### src/rtl/fn_input_router_pkg.sv
// Package: compile-time routing map shared by the router modules.
// Assumes slot 0 = per-pin general-purpose input, slots 1..2 = shared
// functions, slot 3 = output-only (no input path).
package fn_input_router_pkg;

    localparam int SLOT_GPIO     = 0;
    localparam int SLOT_SHARED_A = 1;
    localparam int SLOT_SHARED_B = 2;

    // Returns the select value through which pin p reaches function f, or -1.
    function automatic int slot_of(input int f, input int p,
                                   input int num_pins, input int num_shared);
        if (f < num_pins) begin
            return (f == p) ? SLOT_GPIO : -1;
        end
        for (int k = SLOT_SHARED_A; k <= SLOT_SHARED_B; k++) begin
            if (((p + k) % num_shared) == (f - num_pins)) begin
                return k;
            end
        end
        return -1;
    endfunction

    // Number of pins that can ever feed function f.
    function automatic int source_count(input int f, input int num_pins,
                                        input int num_shared);
        int n;
        n = 0;
        for (int p = 0; p < num_pins; p++) begin
            if (slot_of(f, p, num_pins, num_shared) >= 0) begin
                n++;
            end
        end
        return n;
    endfunction

endpackage

### src/rtl/fn_input_match.sv
// Module: fn_input_match
// Builds, for one function, the vector of pins whose select field currently
// names that function. Assumes the map in fn_input_router_pkg; pins that can
// never reach the function are tied to 0 at elaboration.
module fn_input_match
    import fn_input_router_pkg::*;
#(
    parameter int FUNC_IDX   = 0,
    parameter int NUM_PINS   = 8,
    parameter int NUM_SHARED = 4,
    parameter int SEL_W      = 2
) (
    input  logic [NUM_PINS*SEL_W-1:0] pin_sel,
    output logic [NUM_PINS-1:0]       req
);

    localparam logic [SEL_W-1:0] OUT_ONLY_SEL = '1;

    genvar p;
    generate
        for (p = 0; p < NUM_PINS; p++) begin : g_pin
            localparam int SLOT = slot_of(FUNC_IDX, p, NUM_PINS, NUM_SHARED);
            if (SLOT >= 0) begin : g_reach
                // Pin p requests this function when its select names the slot.
                assign req[p] = (pin_sel[p*SEL_W +: SEL_W] == SEL_W'(SLOT));
            end else begin : g_unreach
                assign req[p] = 1'b0;
            end

            // Check that an output-only select never raises a request.
            always_comb begin
                if (pin_sel[p*SEL_W +: SEL_W] == OUT_ONLY_SEL) begin
                    p_out_only_silent_r5: assert (req[p] == 1'b0)
                        else $error("pin %0d requests function %0d on output-only select", p, FUNC_IDX);
                end
            end
        end
    endgenerate

endmodule

### src/rtl/fn_input_pick.sv
// Module: fn_input_pick
// Delivers one pad level to one function input. With several possible
// sources it grants the lowest-indexed requesting pin; with a single source
// it reduces to an AND gate. Assumes req has at most one bit set in the
// single-source variant (guaranteed by the routing map).
module fn_input_pick #(
    parameter int NUM_PINS = 8,
    parameter bit SINGLE   = 1'b0
) (
    input  logic [NUM_PINS-1:0] req,
    input  logic [NUM_PINS-1:0] pad_in,
    output logic                fn_o
);

    generate
        if (SINGLE) begin : g_and
            // Single source: level gated by that pin's select match.
            assign fn_o = |(req & pad_in);
        end else begin : g_prio
            logic [NUM_PINS-1:0] grant;

            // Fixed priority: lowest requesting pin index wins.
            always_comb begin
                logic found;
                found = 1'b0;
                grant = '0;
                for (int i = 0; i < NUM_PINS; i++) begin
                    if (req[i] && !found) begin
                        grant[i] = 1'b1;
                        found    = 1'b1;
                    end
                end
            end

            // Level of the granted pin only.
            assign fn_o = |(grant & pad_in);

            // Check grant is exclusive, requested, and lowest among requests.
            always_comb begin
                p_grant_onehot_r3: assert ($onehot0(grant))
                    else $error("multiple grants %b", grant);
                p_grant_requested_r3: assert ((grant & ~req) == '0)
                    else $error("grant %b outside req %b", grant, req);
                if (grant != '0) begin
                    p_lowest_wins_r8: assert (((grant - 1'b1) & req) == '0)
                        else $error("lower pin bypassed: req %b grant %b", req, grant);
                end
                if (req != '0) begin
                    p_someone_granted_r3: assert (grant != '0)
                        else $error("requests %b but no grant", req);
                end
            end
        end
    endgenerate

    // Check an unselected function reads 0.
    always_comb begin
        if (req == '0) begin
            p_idle_zero_r4: assert (fn_o == 1'b0)
                else $error("function driven with no request");
        end
    end

endmodule

### src/rtl/fn_input_router.sv
// Module: fn_input_router (top)
// Routes pad input levels to function inputs using the per-pin select
// fields shared with output routing. One match + pick pair per function;
// single-source functions become AND gates. Purely combinational.
// Assumes NUM_FUNCS = NUM_PINS + NUM_SHARED and SEL_W >= 2.
module fn_input_router
    import fn_input_router_pkg::*;
#(
    parameter int NUM_PINS   = 8,
    parameter int NUM_SHARED = 4,
    parameter int SEL_W      = 2,
    parameter int NUM_FUNCS  = NUM_PINS + NUM_SHARED
) (
    input  logic [NUM_PINS-1:0]       pad_in,
    input  logic [NUM_PINS*SEL_W-1:0] pin_sel,
    output logic [NUM_FUNCS-1:0]      fn_in
);

    genvar f;
    generate
        for (f = 0; f < NUM_FUNCS; f++) begin : g_func
            localparam int NSRC = source_count(f, NUM_PINS, NUM_SHARED);
            if (NSRC == 0) begin : g_none
                assign fn_in[f] = 1'b0;
            end else begin : g_route
                logic [NUM_PINS-1:0] req;

                fn_input_match #(
                    .FUNC_IDX  (f),
                    .NUM_PINS  (NUM_PINS),
                    .NUM_SHARED(NUM_SHARED),
                    .SEL_W     (SEL_W)
                ) u_match (
                    .pin_sel(pin_sel),
                    .req    (req)
                );

                fn_input_pick #(
                    .NUM_PINS(NUM_PINS),
                    .SINGLE  (NSRC == 1)
                ) u_pick (
                    .req   (req),
                    .pad_in(pad_in),
                    .fn_o  (fn_in[f])
                );
            end
        end
    endgenerate

    // Check a general-purpose input is high only if its own pin selects slot 0 and is high.
    always_comb begin
        for (int p = 0; p < NUM_PINS; p++) begin
            if (fn_in[p]) begin
                p_gpio_source_r1: assert (pad_in[p] && (pin_sel[p*SEL_W +: SEL_W] == '0))
                    else $error("gpio input %0d high without its pin", p);
            end
        end
    end

endmodule

### config.mk
export PLATFORM = sky130hd
export DESIGN_NAME = fn_input_router
export DESIGN_NICKNAME = d
export VERILOG_FILES = /design/src/rtl/fn_input_router_pkg.sv /design/src/rtl/fn_input_match.sv /design/src/rtl/fn_input_pick.sv /design/src/rtl/fn_input_router.sv
export SDC_FILE = /design/constraint.sdc
export NUM_CORES = 1
export LEC_CHECK = 0
export BUFFER_PORTS_ARGS = -buffer_cell sky130_fd_sc_hd__clkbuf_2
export CAP_MARGIN = 20
export CORE_AREA = 3 3 40 42
export DETAILED_ROUTE_END_ITERATION = 8
export DIE_AREA = 0 0 43 45
export PLACE_DENSITY = 0.68
export SLEW_MARGIN = 20
export SYNTH_ARGS = -nofsm -noshare
export SYNTH_HDL_FRONTEND = slang
export SYNTH_SLANG_ARGS = --single-unit
export TNS_END_PERCENT = 5
### constraint.sdc
create_clock -name vclk -period 0.96
set_input_delay 0.048 -clock vclk [all_inputs]
set_output_delay 0.048 -clock vclk [all_outputs]
set_load 0.05 [all_outputs]
==> summary.md <==
Cells and area
* 0 — number of clock buffer instances in the layout
* 0 — flip-flop and latch count
* 59.02% — growth of design area from synthesis to finish
* 0 µm² — Seq. cell area
* 111 — nets
* 0.5882 — proportion of layout cells with a drive suffix above 1
* 135 — layout filler cell count
* 100 — Final Non-Filler Cells
* 334.1 µm² — multi-input logic area
* 650.6 µm² — post-route cell area
* 0 — antenna cells

Detailed routing
* 0 — post-route DRC violation count
* 476 — total number of vias
* 10.52 µm — wire length per cell after detailed routing
* 4.760 — Avg Vias per Cell
* 1052 µm — total wire length
* 0 — first-iteration detailed-routing DRC count
* 0 — remaining antenna violation count after routing
* 1 — number of optimization iterations in the first detailed-route pass

Power
* 592.8 nW/µm² — power per cell area
* 0 — sequential power share
* 0.0003857 W — power consumption
* 0.3664 nW — leakage power total
* 0.0002121 W — sw power
* 0 — relative contribution of the clock network to total power
* 0.0001736 W — design internal power
* 0.5499 — switch share
* 0.0002190 V — worst supply voltage drop on vdd
* 1.000 — Comb pwr share

Run status
* finished with violations — outcome
* negative setup slack — violated checks

Min path
* primary input to output pin — type of the worst min-delay path
* pin_sel[5] — startpoint of the worst hold path

Timing
* 0 — Final Max Slew Viols
* 0.7927 — normalized max-slew margin
* yes — RSZ-0062 raised after global routing
* -4.660 ps — setup_tns
* 1.005 — Final Cycle Share
* -4.660 ps — Final WS setup
* 964.7 ps — final critical-path required period
* 1 — number of setup violations in the final report
* 1037 MHz — upper clock frequency limit
* 0 — Final Hold Fails
* 311.0 ps — Worst Max-Slew Pin Slew

Logic synthesis
* sky130_fd_sc_hd__buf_4 (22%), sky130_fd_sc_hd__mux2i_1 (15%), sky130_fd_sc_hd__nor3b_1 (13%) — cell types occupying the most area after synthesis
* 0 — synth warn
* 18 — synth unique cells
* sky130_fd_sc_hd__buf_4 (12), sky130_fd_sc_hd__nand2b_1 (7), sky130_fd_sc_hd__nor3b_1 (7) — most numerous cell types in the synthesized netlist
* 54 — count of mapped cells out of synthesis
* sky130_fd_sc_hd__buf_4 — dominant cell type by area after synthesis
* 0 — part of the Yosys area used for sequential elements
* 0.2202 — Synth top area share
* 409.1 µm² — Mapped Area
* 7.577 µm² — Syn Area/Cell
* 78 — total nets after synthesis
* sky130_fd_sc_hd__buf_4 — library cell with the highest instance count after synthesis

GRT
* 1669 µm — wire length of the first global-routing pass
* 6 — pin count of the biggest net entering global routing
* 0 — grt ovf
* 0.1028 — overall track demand over capacity in global routing
* 0 — antenna violations before repair
* 437 — vias in the first global route

Floorplan
* 45 µm — Die Height
* 43 µm — DIE WIDTH
* 0.3184 — effective utilization at floorplan
* 1285 µm² — Placeable Area
* 36 — number of top-level pins
* 13 — number of placement rows
* 1935 µm² — DIE AREA

Placement
* 555.5 µm² — Cell Area, Placed
* 0.6875 — routability cong.
* -112.9 ps — pre-CTS setup slack
* 36 — Port Buffers
* 98 — Post-Place Cells

Critical path
* 920 ps — CP Data Arrival Time
* primary input — kind of start point of the critical path
* pin_sel[5] — worst setup path startpoint
* primary input to output pin — critical path type
* 910 ps — worst path required time
* output pin — Worst Setup End Kind
* 4 — worst-path fanout max

Job
* 0 — Max-cap violations

==> what timing repair did <==
action,CTS,global route
pin swaps,5,3
gates cloned,0,0
setup endpoints to repair,4,4
hold buffers,0,0
buffers inserted,0,2
resized for setup,10,13
==> through the flow <==
step	hold WS (ps)	utilization
4_1_cts	461.5	0.4654
3_5_place_dp	458.9	0.4323
3_3_place_gp	452.0	0.4323
6_report	433.3	0.5063
5_1_grt	440.6	0.5063
2_1_floorplan	296.1	-
==> final cells by class <==
cell class,instances,share of cell area
multi-input cells,40,0.5135
repair buffers,43,0.4462
well taps,15,0.02885
inverters,2,0.01154
==> layer usage <==
metal	global-route usage	share of wire	vias up
li1	-	-	248
met1	0.1333	0.37	209
met2	0.2006	0.55	19
met3	0.003984	0.072	0
met4	0	0	0
met5	0	0	-
==> cell families after synthesis <==
family	synth area share
AND/OR/NAND/NOR	0.5046
buffers and inverters	0.2385
multiplexers	0.1468
AO/OA/AOI/OAI	0.1101
==> placed cells by master, fill, tap and decap left out, types with 2 or more instances in the layout <==
cell / count
sky130_fd_sc_hd__nand2b_1: 7
sky130_fd_sc_hd__inv_1: 2
sky130_fd_sc_hd__or3b_1: 3
sky130_fd_sc_hd__and3b_1: 2
sky130_fd_sc_hd__clkbuf_2: 28
sky130_fd_sc_hd__nor3b_1: 7
sky130_fd_sc_hd__a31oi_1: 3
sky130_fd_sc_hd__buf_8: 2
sky130_fd_sc_hd__clkbuf_8: 3
sky130_fd_sc_hd__buf_4: 9
sky130_fd_sc_hd__mux2i_1: 6
==> worst paths after layout <==
check  cells after the start  slack [ps]   endpoint
max                        5          -5  fn_in[11]
min                        3         430   fn_in[2]
==> worst max-delay path, cell delays in order <==
cell                       delay [ps]
sky130_fd_sc_hd__buf_8            100
sky130_fd_sc_hd__or3b_4           380
sky130_fd_sc_hd__mux2i_1          140
sky130_fd_sc_hd__a31oi_1           60
sky130_fd_sc_hd__clkbuf_8         180
==> power groups by stage <==
stage	logic [W]	registers (W)	clock network, W
6_report	0.000386	0	0
5_1_grt	0.000414	0	0
3_3_place_gp	0.000321	0	0
3_5_place_dp	0.000326	0	0
4_1_cts	0.000362	0	0
2_1_floorplan	0.000247	0	0
No activity file was read; power rests on OpenSTA's default activity.
